==> src/rtl/desc_intake_engine.sv <==
module desc_intake_engine #(
  parameter int DESC_W  = 174,
  parameter int ADDR_W  = 64,
  parameter int CNT_W   = 18,
  parameter int ID_W    = 8,
  parameter int RDY_LAT = 3,
  parameter int MAX_DW  = 32,
  localparam int LEN_W  = $clog2(MAX_DW + 1)
) (
  input  logic              clk,
  input  logic              rst,
  input  logic              nrm_vld,
  input  logic [DESC_W-1:0] nrm_data,
  output logic              nrm_rdy,
  input  logic              pri_vld,
  input  logic [DESC_W-1:0] pri_data,
  output logic              pri_rdy,
  output logic              cmd_vld,
  input  logic              cmd_rdy,
  output logic [ADDR_W-1:0] cmd_src,
  output logic [ADDR_W-1:0] cmd_dst,
  output logic [LEN_W-1:0]  cmd_len,
  output logic              sts_vld,
  output logic [ID_W-1:0]   sts_id,
  output logic              sts_pri
);
  localparam int REM_W   = CNT_W + 1;
  localparam int LAT_W   = $clog2(RDY_LAT + 1);
  localparam int DST_LO  = ADDR_W;
  localparam int CNT_LO  = 2 * ADDR_W;
  localparam int SGL_BIT = CNT_LO + CNT_W + 2;
  localparam int ID_LO   = SGL_BIT + 4;

  typedef enum logic [2:0] {S_START, S_OFF_P, S_WAIT_P, S_OFF_N, S_WAIT_N, S_BUSY} st_t;

  st_t               st;
  logic [LAT_W-1:0]  lat_cnt;
  logic [ADDR_W-1:0] src_q, dst_q;
  logic [REM_W-1:0]  rem_q;
  logic              sgl_q, pri_q;
  logic [ID_W-1:0]   id_q;

  wire at_slot = lat_cnt == LAT_W'(RDY_LAT);
  wire take_p  = (st == S_WAIT_P) && at_slot && pri_vld;
  wire take_n  = (st == S_WAIT_N) && at_slot && nrm_vld;
  wire [DESC_W-1:0] pick = take_p ? pri_data : nrm_data;
  wire [CNT_W-1:0]  cnt_raw = pick[CNT_LO +: CNT_W];
  wire [REM_W-1:0]  cnt_in  = (cnt_raw == '0) ? (REM_W'(1) << CNT_W) : REM_W'(cnt_raw);
  wire unused_rsv = ^{pick[DESC_W-1:ID_LO+ID_W], pick[ID_LO-1:SGL_BIT+1],
                      pick[SGL_BIT-1:CNT_LO+CNT_W]};

  assign pri_rdy = st == S_OFF_P;
  assign nrm_rdy = st == S_OFF_N;
  assign cmd_vld = st == S_BUSY;
  assign cmd_src = src_q;
  assign cmd_dst = dst_q;
  assign cmd_len = (rem_q > REM_W'(MAX_DW)) ? LEN_W'(MAX_DW) : rem_q[LEN_W-1:0];

  wire fire = cmd_vld && cmd_rdy;
  wire last = fire && (rem_q == REM_W'(cmd_len));
  wire [ADDR_W-1:0] step = ADDR_W'({cmd_len, 2'b00});

  always_ff @(posedge clk) begin
    if (rst) begin
      st      <= S_START;
      lat_cnt <= '0;
      src_q   <= '0;
      dst_q   <= '0;
      rem_q   <= '0;
      sgl_q   <= 1'b0;
      pri_q   <= 1'b0;
      id_q    <= '0;
      sts_vld <= 1'b0;
      sts_id  <= '0;
      sts_pri <= 1'b0;
    end else begin
      sts_vld <= last;
      if (last) begin
        sts_id  <= id_q;
        sts_pri <= pri_q;
      end
      if (take_p || take_n) begin
        src_q <= pick[ADDR_W-1:0];
        dst_q <= pick[DST_LO +: ADDR_W];
        rem_q <= cnt_in;
        sgl_q <= pick[SGL_BIT];
        id_q  <= pick[ID_LO +: ID_W];
        pri_q <= take_p;
      end
      case (st)
        S_START: st <= S_OFF_P;
        S_OFF_P: begin
          st      <= S_WAIT_P;
          lat_cnt <= LAT_W'(1);
        end
        S_WAIT_P: begin
          if (at_slot) st <= pri_vld ? S_BUSY : S_OFF_N;
          else lat_cnt <= lat_cnt + LAT_W'(1);
        end
        S_OFF_N: begin
          st      <= S_WAIT_N;
          lat_cnt <= LAT_W'(1);
        end
        S_WAIT_N: begin
          if (at_slot) st <= nrm_vld ? S_BUSY : S_OFF_P;
          else lat_cnt <= lat_cnt + LAT_W'(1);
        end
        S_BUSY: begin
          if (fire) begin
            src_q <= src_q + step;
            if (!sgl_q) dst_q <= dst_q + step;
            rem_q <= rem_q - REM_W'(cmd_len);
            if (last) st <= S_OFF_P;
          end
        end
        default: st <= S_START;
      endcase
    end
  end
endmodule

==> config.mk <==
export PLATFORM = sky130hd
export DESIGN_NAME = desc_intake_engine
export DESIGN_NICKNAME = d
export VERILOG_FILES = /design/src/rtl/desc_intake_engine.sv
export SDC_FILE = /design/constraint.sdc
export NUM_CORES = 1
export LEC_CHECK = 0
export BUFFER_PORTS_ARGS = -buffer_cell sky130_fd_sc_hd__buf_2
export CAP_MARGIN = 20
export CORE_AREA = 2 2 194 196
export DETAILED_ROUTE_END_ITERATION = 12
export DIE_AREA = 0 0 196 198
export PLACE_DENSITY = 0.54
export SLEW_MARGIN = 10
export SYNTH_ARGS = -nofsm -noshare
export SYNTH_HDL_FRONTEND = slang
export SYNTH_SLANG_ARGS = --single-unit
==> constraint.sdc <==
create_clock -name clk -period 9.7 [get_ports clk]
set_input_delay 0.97 -clock clk [delete_from_list [all_inputs] [get_ports clk]]
set_output_delay 0.97 -clock clk [all_outputs]
set_load 0.05 [all_outputs]
==> summary.txt <==
CTS hold repair buffers -> 0
count of synthesis-stage warnings from yosys -> 0
busiest layer in global routing -> met2
wire length of the first global-routing pass -> 81.7 mm
library cell with the highest instance count after synthesis -> nand2_1
critical path's top delay family -> simple AND/OR/NAND/NOR gates
setup slack at placement -> 4.86 ns
post-CTS repair timing setup buffer count -> 0
die span in x -> 196 µm
post-route worst setup slack -> 4.71 ns
I/O Pins -> 500
dominant register cell in the synthesized netlist -> dfxtp_1
Fin. Hold Viols -> 0
Setup violations, final -> 0
Synth Cell Area -> 0.0118 mm²
post-synth top area cell -> dfxtp_1
slew at the pin closest to its max-slew limit -> 1.18 ns
worst ir drop on vdd -> 0.121 mV
total power per unit cell area -> 118 mW/mm²
H-tree Lvls -> 4
final count of pins violating max slew -> 0
Max-Slew Margin vs Limit -> 0.210
Leakage Power -> 6.22 nW
fraction of final layout cells with drive strength greater than 1 -> 0.272
number of antenna violations at the first check in global routing -> 4
post-route minimum period -> 4.99 ns
final weighted congestion in routability-driven placement -> 0.878
CTS tree -> built
Avg WL per Cell -> 22.2 µm
number of max-cap violations -> 0
critical path start-end classification -> reg2reg
Detail Route Antenna Nets -> 0
met2 layer usage reported by global route -> 0.439
maximum number of pins on one net before global-route repair -> 74
number of enable-type register cells in the synthesized netlist -> 0
core region area -> 0.0370 mm²
setup TNS -> 0 ns
slowest cell on the critical path -> o21ai_0
net switching power of the design -> 520 µW
clock edge transition at the registers on the reported setup and hold paths -> 0.08 ns
post-DR vias/cell -> 5.89
status -> finished clean
cell internal pwr -> 1.26 mW
Resize count post-CTS -> 0
number of iterations in the first detailed-routing pass -> 5
ranking of synthesized cells by area -> dfxtp_1 (29%), nand2_1 (6.8%), a21oi_1 (6.7%)
CTS Buf Count -> 17
net switching share of the total power -> 0.293
Final period util -> 0.515
number of design-rule violations left by the first detailed-router iteration -> 1,220
part of the total power dissipated in combinational logic -> 0.147
count of buffering cells on the critical path with inverters included -> 0
gr ovfl total -> 0
most numerous cell types in the synthesized netlist -> nand2_1 (212), dfxtp_1 (172), a21oi_1 (158)
Distinct cells, synth -> 76
Clk Latency, worst-skew pair -> 0.45 ns
CTS Buffer Depth -> 2
PortBufs -> 461
Layout Skew -> 0.00989 ns
post-DP HPWL -> 40.5 mm
Root Buffer Master -> clkbuf_16
final design utilization -> 0.408
met3 layer usage reported by global route -> 0.0523
synthesized area per cell -> 7.23 µm²
delay of the slowest cell on the worst path -> 0.61 ns
post-synthesis instance total -> 1,630
sequential element share of the synthesized area -> 0.292
Reg power frac -> 0.413
DRC violations left -> 0
largest fanout of any net on the critical path -> 8
data required time of the worst path -> 10.08 ns
number of global-route vias before repair -> 13,444
clock tree sinks -> 172
wirelength, routed -> 55.2 mm
Syn Nets -> 1,999
async set-or-reset flop fraction in the synthesized netlist -> 0
Worst EP arrival -> 5.37 ns
global-route track usage on met1 -> 0.364
worst min-delay path class -> reg2reg
crit end category -> flop
Cell Chain, Critical Path -> or3_1, or3_1, nor3_1, and2_1, ha_1, fa_1, a211oi_1, o21ai_0, nand3_1, or2_2, or4_1, a31oi_1
effective utilization at floorplan -> 0.319
clock power share -> 0.440
die height -> 198 µm
top achievable clock speed -> 200 MHz
die area -> 0.0388 mm²
Setup crit start kind -> flop
RSZ-0062 raised after global routing -> false
number of rows created at floorplan -> 71
global-route usage over all layers -> 0.275
number of nets in the finished design -> 2,370
total number of vias -> 14,666
flop and latch count out of synthesis -> 172
Critical Path Most Common Cell -> or3_1
area growth from synthesis to layout -> 27.8%
top cell type's share of synthesized area -> 0.292
path summary, 6_finish.rpt:
path,cells after the start,startpoint,slack [ns],end
worst max-delay path,12,rem_q[8],4.71,cmd_dst[42]
worst min-delay path,2,id_q[7],0.45,id_q[7]
worst max register to register,12,rem_q[8],4.71,cmd_dst[42]
worst min register to register,2,id_q[7],0.45,id_q[7]
power groups by stage:
stage          Clock (mW)  Combinational [mW]  Sequential (mW)
2_1_floorplan           0               0.127            0.756
3_3_place_gp            0               0.257            0.749
3_5_place_dp            0               0.260            0.749
4_1_cts             0.798               0.262            0.733
5_1_grt             0.823               0.283            0.736
6_report            0.781               0.261            0.733
placed cells by master, fill, tap and decap left out, drive strengths merged, types with 48 or more instances in the layout:
cell | netlist | routed
nor2 | 98 | 98
o211ai | 66 | 66
or3 | 69 | 69
buf | 11 | 484
dfxtp | 172 | 172
nand3 | 90 | 90
a21oi | 158 | 158
nor3 | 48 | 48
nand2 | 212 | 212
o21ai | 106 | 106
area by class of cell:
class / count / area, µm²
Clock buffer: 18 / 439
Fill cell: 3954 / 21900
Timing Repair Buffer: 484 / 2490
Sequential cell: 172 / 3440
Antenna cell: 3 / 7.51
Tap cell: 474 / 593
Multi-Input combinational cell: 1309 / 7820
Clock inverter: 14 / 208
Inverter: 17 / 63.8
metal layers:
metal  up-vias  wire, µm
met5         -         0
met4         0      1970
met3        88      4560
met2       723     24700
met1      6916     23900
li1       6939         -
worst reg2reg max path: stages, from the launching register on:
cell	delay [ns]
dfxtp_1	0.33
or3_1	0.43
or3_1	0.49
nor3_1	0.39
and2_1	0.33
ha_1	0.25
fa_1	0.25
a211oi_1	0.13
o21ai_0	0.61
nand3_1	0.52
or2_2	0.50
or4_1	0.51
a31oi_1	0.16
through the flow:
stage | cells | area (µm²) | power [mW] | hold slack (ns)
2_1_floorplan | 1630 | 11800 | 0.883 | 0.431
3_3_place_gp | 2455 | 14400 | 1.01 | 0.439
3_5_place_dp | 2456 | 14400 | 1.01 | 0.447
4_1_cts | 2488 | 15100 | 1.79 | 0.455
5_1_grt | 2491 | 15100 | 1.84 | 0.476
6_report | 2491 | 15100 | 1.78 | 0.453
flip-flops by register name, summed over array words and instances, names as in the netlist, 2 cells and up:
signal   count
id_q         8
cmd_src     64
sts_id       8
lat_cnt      2
cmd_dst     64
st           3
rem_q       19
logic make-up (layout without fill, tap and decap cells):
kind of cell             Yosys count  after routing  share of synthesized area
AO/OA/AOI/OAI                    550            550                      0.302
other                              1              4                   0.000318
adder cells (fa/ha/maj)           16             16                     0.0183
flip-flops                       172            172                      0.292
buffers and inverters            149            533                     0.0488
XOR/XNOR                          29             29                     0.0215
AND/OR/NAND/NOR                  692            692                      0.298
multiplexers                      21             21                     0.0182
(Power assumes the default switching activity.)
